--- config.mk ---
export PLATFORM = sky130hd
export DESIGN_NAME = pwm_carrier_timer
export DESIGN_NICKNAME = d
export VERILOG_FILES = /design/src/rtl/pwm_carrier_pkg.sv /design/src/rtl/pwm_tick_gen.sv /design/src/rtl/pwm_carrier_counter.sv /design/src/rtl/pwm_compare_bank.sv /design/src/rtl/pwm_carrier_timer.sv
export SDC_FILE = /design/constraint.sdc
export NUM_CORES = 1
export LEC_CHECK = 0
export BUFFER_PORTS_ARGS = -buffer_cell sky130_fd_sc_hd__buf_2
export CORE_MARGIN = 10
export CORE_UTILIZATION = 35
export CTS_CLUSTER_DIAMETER = 60
export DETAILED_ROUTE_END_ITERATION = 8
export HOLD_SLACK_MARGIN = 0.06
export PLACE_DENSITY_LB_ADDON = 0.05
export SKIP_LAST_GASP = 1
export SLEW_MARGIN = 20
export SYNTH_ARGS = -nofsm -noshare
export SYNTH_HDL_FRONTEND = slang
export SYNTH_SLANG_ARGS = --single-unit
--- constraint.sdc ---
create_clock -name clk -period 2.9 [get_ports clk]
set_input_delay 0.725 -clock clk [delete_from_list [all_inputs] [get_ports clk]]
set_output_delay 0.725 -clock clk [all_outputs]
set_load 0.01 [all_outputs]
--- src/rtl/pwm_carrier_pkg.sv ---
package pwm_carrier_pkg;

  typedef enum logic [1:0] {
    MODE_TRI_SYM  = 2'b00,
    MODE_TRI_ASYM = 2'b01,
    MODE_SAW      = 2'b10,
    MODE_OFF      = 2'b11
  } carrier_mode_e;

  // number of prescaler taps; the slowest tap divides by 2**(PRESC_TAPS-1)
  localparam int unsigned PRESC_TAPS = 6;
  localparam int unsigned PRESC_W    = PRESC_TAPS - 1;

  // low bits of the prescaler that must all be set for a tick
  function automatic logic [PRESC_W-1:0] presc_mask(input logic [2:0] sel);
    logic [PRESC_W-1:0] m;
    if (int'(sel) >= int'(PRESC_W)) m = '1;
    else m = PRESC_W'((PRESC_W'(1) << sel) - PRESC_W'(1));
    return m;
  endfunction

  function automatic logic mode_runs(input carrier_mode_e m);
    return m != MODE_OFF;
  endfunction

  function automatic logic mode_updown(input carrier_mode_e m);
    return (m == MODE_TRI_SYM) || (m == MODE_TRI_ASYM);
  endfunction

  // reload event for the period register
  function automatic logic period_reload(input carrier_mode_e m,
                                         input logic peak, input logic valley);
    logic r;
    unique case (m)
      MODE_TRI_SYM, MODE_TRI_ASYM: r = valley;
      MODE_SAW:                    r = peak;
      default:                     r = 1'b0;
    endcase
    return r;
  endfunction

  // reload event for the duty registers
  function automatic logic duty_reload(input carrier_mode_e m,
                                       input logic peak, input logic valley);
    logic r;
    unique case (m)
      MODE_TRI_SYM:  r = valley;
      MODE_TRI_ASYM: r = valley | peak;
      MODE_SAW:      r = peak;
      default:       r = 1'b0;
    endcase
    return r;
  endfunction

endpackage

--- src/rtl/pwm_tick_gen.sv ---
module pwm_tick_gen
  import pwm_carrier_pkg::*;
#(
  parameter int unsigned SEL_W = 3
) (
  input  logic             clk,
  input  logic             rst_n,
  input  logic             enable,
  input  logic [SEL_W-1:0] clk_sel,
  output logic             tick
);

  logic [PRESC_W-1:0] pre_q;
  logic [PRESC_W-1:0] mask;

  assign mask = presc_mask(3'(clk_sel));
  assign tick = (pre_q & mask) == mask;

  always_ff @(posedge clk) begin
    if (!rst_n)       pre_q <= '0;
    else if (!enable) pre_q <= '0;
    else              pre_q <= pre_q + 1'b1;
  end

endmodule

--- src/rtl/pwm_carrier_counter.sv ---
module pwm_carrier_counter #(
  parameter int unsigned CNT_W = 16
) (
  input  logic             clk,
  input  logic             rst_n,
  input  logic             enable,
  input  logic             step,
  input  logic             updown,
  input  logic [CNT_W-1:0] period,
  output logic [CNT_W-1:0] count,
  output logic             count_down,
  output logic             peak_hit,
  output logic             valley_hit
);

  logic [CNT_W-1:0] cnt_q;
  logic             down_q;
  logic             at_period;
  logic             at_zero;

  assign at_period  = cnt_q == period;
  assign at_zero    = cnt_q == '0;
  assign peak_hit   = step && at_period && (!updown || !down_q);
  assign valley_hit = step && updown && down_q && at_zero;

  always_ff @(posedge clk) begin
    if (!rst_n || !enable) begin
      cnt_q  <= '0;
      down_q <= 1'b0;
    end else if (step) begin
      if (updown) begin
        if (peak_hit)        down_q <= 1'b1;
        else if (valley_hit) down_q <= 1'b0;
        else if (down_q)     cnt_q  <= cnt_q - 1'b1;
        else                 cnt_q  <= cnt_q + 1'b1;
      end else begin
        down_q <= 1'b0;
        cnt_q  <= peak_hit ? '0 : cnt_q + 1'b1;
      end
    end
  end

  assign count      = cnt_q;
  assign count_down = down_q;

endmodule

--- src/rtl/pwm_compare_bank.sv ---
module pwm_compare_bank #(
  parameter int unsigned CNT_W   = 16,
  parameter int unsigned NUM_REG = 4
) (
  input  logic                     clk,
  input  logic                     rst_n,
  input  logic                     run,
  input  logic                     load_duty,
  input  logic                     load_period,
  input  logic [NUM_REG-1:0]       wr_en,
  input  logic [CNT_W-1:0]         wr_data,
  output logic [NUM_REG*CNT_W-1:0] act_flat
);

  for (genvar g = 0; g < NUM_REG; g++) begin : g_reg
    localparam bit IS_PERIOD = (g == NUM_REG - 1);
    logic [CNT_W-1:0] buf_q;
    logic [CNT_W-1:0] act_q;
    logic             load;

    assign load = !run || (IS_PERIOD ? load_period : load_duty);

    always_ff @(posedge clk) begin
      if (!rst_n) begin
        buf_q <= '0;
        act_q <= '0;
      end else begin
        if (wr_en[g]) buf_q <= wr_data;
        if (load)     act_q <= buf_q;
      end
    end

    assign act_flat[g*CNT_W +: CNT_W] = act_q;
  end

endmodule

--- src/rtl/pwm_carrier_timer.sv ---
module pwm_carrier_timer
  import pwm_carrier_pkg::*;
#(
  parameter int unsigned CNT_W    = 16,
  parameter int unsigned NUM_DUTY = 3,
  parameter int unsigned SEL_W    = 3
) (
  input  logic                      clk,
  input  logic                      rst_n,
  input  logic                      enable,
  input  logic                      mode_wr,
  input  logic [1:0]                mode_wdata,
  input  logic [SEL_W-1:0]          clk_sel,
  input  logic [NUM_DUTY:0]         buf_wr,
  input  logic [CNT_W-1:0]          buf_wdata,
  output logic [1:0]                mode_q,
  output logic [CNT_W-1:0]          count,
  output logic                      count_down,
  output logic [CNT_W-1:0]          cmp_period,
  output logic [NUM_DUTY*CNT_W-1:0] cmp_duty,
  output logic                      period_match,
  output logic                      underflow,
  output logic [NUM_DUTY-1:0]       duty_match
);

  localparam int unsigned NUM_REG = NUM_DUTY + 1;

  carrier_mode_e        mode_r;
  logic                 run;
  logic                 tick;
  logic                 step;
  logic                 updown;
  logic                 peak_hit;
  logic                 valley_hit;
  logic                 load_duty;
  logic                 load_period;
  logic [NUM_REG*CNT_W-1:0] act_flat;

  // mode register: writable only while stopped
  always_ff @(posedge clk) begin
    if (!rst_n)                  mode_r <= MODE_TRI_SYM;
    else if (mode_wr && !enable) mode_r <= carrier_mode_e'(mode_wdata);
  end

  assign run    = enable && mode_runs(mode_r);
  assign updown = mode_updown(mode_r);
  assign step   = run && tick;

  pwm_tick_gen #(.SEL_W(SEL_W)) u_tick (
    .clk     (clk),
    .rst_n   (rst_n),
    .enable  (enable),
    .clk_sel (clk_sel),
    .tick    (tick)
  );

  pwm_carrier_counter #(.CNT_W(CNT_W)) u_cnt (
    .clk        (clk),
    .rst_n      (rst_n),
    .enable     (enable),
    .step       (step),
    .updown     (updown),
    .period     (cmp_period),
    .count      (count),
    .count_down (count_down),
    .peak_hit   (peak_hit),
    .valley_hit (valley_hit)
  );

  assign load_duty   = duty_reload(mode_r, peak_hit, valley_hit);
  assign load_period = period_reload(mode_r, peak_hit, valley_hit);

  pwm_compare_bank #(.CNT_W(CNT_W), .NUM_REG(NUM_REG)) u_bank (
    .clk         (clk),
    .rst_n       (rst_n),
    .run         (run),
    .load_duty   (load_duty),
    .load_period (load_period),
    .wr_en       (buf_wr),
    .wr_data     (buf_wdata),
    .act_flat    (act_flat)
  );

  assign cmp_period = act_flat[NUM_DUTY*CNT_W +: CNT_W];
  assign cmp_duty   = act_flat[NUM_DUTY*CNT_W-1:0];

  for (genvar d = 0; d < NUM_DUTY; d++) begin : g_match
    assign duty_match[d] = step && (count == cmp_duty[d*CNT_W +: CNT_W]);
  end

  assign period_match = peak_hit;
  assign underflow    = valley_hit;
  assign mode_q       = mode_r;

endmodule

==> results.sh <==
export IMPL_total_power_mw=4.88
export IMPL_firstDrtPassIters=5
export IMPL_netlist_top_cells_area="dfxtp_1 (41%), mux2i_1 (18%), nand2_1 (7.6%)"
export IMPL_grt_pass1_vias=6193
export IMPL_clock_latency_ns=0.43
export IMPL_io_pins=117
export IMPL_ys_seq_area_share_pct=41.0
export IMPL_holdPathEnd="u_bank.g_reg[1].act_q[7]"
export IMPL_antenna_found_initial=1
export IMPL_initial_utilization_pct=35.4
export IMPL_hp_start="u_bank.g_reg[1].buf_q[7]"
export IMPL_status="finished, final reports clean"
export IMPL_setup_viol=0
export IMPL_busiest_layer="met2"
export IMPL_htree_levels=4
export IMPL_design_area_mm2=0.00902
export IMPL_critPathKind="reg2out"
export IMPL_clock_fmax_ghz=0.353
export IMPL_drt_iter0_markers=477
export IMPL_yosys_cell_count_top_type="dfxtp_1"
export IMPL_final_util_pct=43.0
export IMPL_hold_path_class="reg2reg"
export IMPL_drc=0
export IMPL_crit_arrival_ns=2.11
export IMPL_reg2reg_depth=7
export IMPL_ys_ff_latch=152
export IMPL_synth_edff_count=0
export IMPL_skew_ns=0.00904
export IMPL_cts_sinks=152
export IMPL_yosysTopAreaCell="dfxtp_1"
export IMPL_yosys_area_top_type_share_pct=41.0
export IMPL_gp_congestion=0.909
export IMPL_worst_hold_slack_ns=0.452
export IMPL_synth_commonest_cells="dfxtp_1 (152), nand2_1 (150), mux2i_1 (131)"
export IMPL_irDropWorstVdd_uv=382
export IMPL_dp_hpwl_mm=18.8
export IMPL_r2r_start="u_cnt.count[7]"
export IMPL_crit_required_ns=2.17
export IMPL_grt_pass1_wl_mm=38.5
export IMPL_clk_pin_slew_ns=0.06
export IMPL_drt_wirelength_per_cell_um=21.2
export IMPL_port_buffer_count=116
export IMPL_powerDensity_mw_per_mm2=541
export IMPL_viasPerCell=5.16
export IMPL_tightest_slew_ns=0.617
export IMPL_overflow=0
export IMPL_grt_use_met1_pct=25.5
export IMPL_nets=963
export IMPL_num_vias=6281
export IMPL_clock_path_buffers=2
export IMPL_path_max_fanout=14
export IMPL_syn_mean_instance_area_um2=9.06
export IMPL_synth_async_sr_flop_share_pct=0
export IMPL_p_leak_nw=4.16
export IMPL_cts_tree="yes"
export IMPL_r2r_end="u_cnt.count[15]"
export IMPL_start_kind="flop"
export IMPL_synth_cells=819
export IMPL_cts_inserted_buffers=17
export IMPL_met2_usage_pct=29.0
export IMPL_syn2layout_area_growth_pct=21.6
export IMPL_routed_wl_mm=25.8
export IMPL_finalHoldViolations=0
export IMPL_post_route_min_period_ns=2.83
export IMPL_rsz0062_at_grt="yes"
export IMPL_die_h_um=166
export IMPL_ys_warn_count=0
export IMPL_netlist_area_mm2=0.00742
export IMPL_post_route_period_util_pct=97.7
export IMPL_synth_fp_nets=852
export IMPL_placed_area_mm2=0.00842
export IMPL_ys_types=54
export IMPL_r2r_setup_slack_ns=0.34
export IMPL_track_usage_pct=18.6
export IMPL_dieArea_mm2=0.0274
export IMPL_grt_met3_usage_pct=3.22
export IMPL_hold_path_depth=2
export IMPL_max_slew_margin_rel_pct=58.8
export IMPL_coreArea_mm2=0.0210
export IMPL_die_width_um=166
export IMPL_placementRows=53
export IMPL_antenna_left=0
export IMPL_finalMaxSlewViolations=0
export IMPL_maxCapViolCount=0
export IMPL_drive_gt1_share_pct=21.5
export IMPL_ys_flop_type="dfxtp_1"
export IMPL_cts_root_buf="clkbuf_16"
export IMPL_grt_max_degree=118
export IMPL_end_kind="output pin"
-- timing repair --
| item | CTS | global route |
|---|---|---|
| buffers inserted | 0 | 1 |
| hold buffers | 0 | 0 |
| resized for setup | 10 | 6 |
| endpoints found under the setup margin | 5 | 4 |
| pin swaps | 0 | 1 |
-- cell type report --
class | instances | area (µm²)
antenna | 1 | 2.50
clock buffer | 20 | 447
clock inverter | 11 | 100
fill | 2139 | 11900
inverter | 7 | 26.3
multi-input combinational | 597 | 4070
sequential | 152 | 3060
tap | 275 | 344
timing repair buffer | 155 | 971
-- power breakdown --
| part | switching, mW | total [mW] | internal [mW] |
|---|---|---|---|
| Clock | 0.920 | 2.12 | 1.20 |
| Sequential | 0.0706 | 2.25 | 2.18 |
| Combinational | 0.297 | 0.518 | 0.221 |
-- worst max path at each step --
stage                    endpoint  slack, ns             from  cells after the start
floorplan            period_match       0.35       clk_sel[1]                      6
global placement    duty_match[2]       0.22  u_cnt.count[12]                      6
detailed placement   period_match       0.22       clk_sel[1]                      7
CTS                 duty_match[1]      0.007  u_cnt.count[12]                      6
global route        duty_match[1]     -0.006  u_cnt.count[13]                      6
finish               period_match       0.07   u_cnt.count[3]                      7
-- registers in the layout, summed over array words and instances (netlist names) --
name and cells:
u_tick.pre_q 5, u_bank.g.act_q 64, u_bank.g.buf_q 64, mode_q 2
u_cnt.count_down 1, u_cnt.count 16
-- cell usage in the layout, fill, tap and decap left out, types with 17 or more instances in the layout --
master,synthesis,routed
buf_2,15,115
buf_4,3,31
clkbuf_16,0,17
dfxtp_1,152,144
mux2i_1,131,131
nand2_1,150,149
nand3_1,24,24
nor2_1,23,22
nor2b_1,71,71
xnor2_1,18,18
xor2_1,50,50
-- per-layer routing --
metal,vias to the layer above,routed length [µm]
met2,195,11600
met4,0,557
met3,29,1330
met1,3046,12300
li1,3011,-
met5,-,0
-- metrics by stage --
step / worst slack [ns] / setup TNS, ns / instances
after floorplan: 0.347 / 0 / 819
after global placement: 0.215 / 0 / 1185
after detailed placement: 0.219 / 0 / 1185
after CTS: 0.00697 / 0 / 1216
after global routing: -0.00567 / -0.00968 / 1217
final: 0.0660 / 0 / 1218
-- critical path, stage by stage (launching register included) --
cell     delay (ns)
dfxtp_1        0.36
buf_6          0.20
xnor2_1        0.15
nand4_1        0.19
nor4_4         0.36
nand2_2        0.15
nor2_1         0.13
buf_2          0.14
-- kinds of logic (layout without fill, tap and decap cells) --
family          Yosys count  in the layout  share of synthesized area (%)
fa+ha+maj                 4              4                          0.675
mux                     131            131                           17.7
other cells               0              1                              0
xor+xnor                 68             68                           8.03
simple gates            337            337                           22.8
buf+inv                  70            193                           4.50
flops                   152            152                           41.0
compound gates           57             57                           5.33
Note: power is estimated with default switching activity, not from simulation.
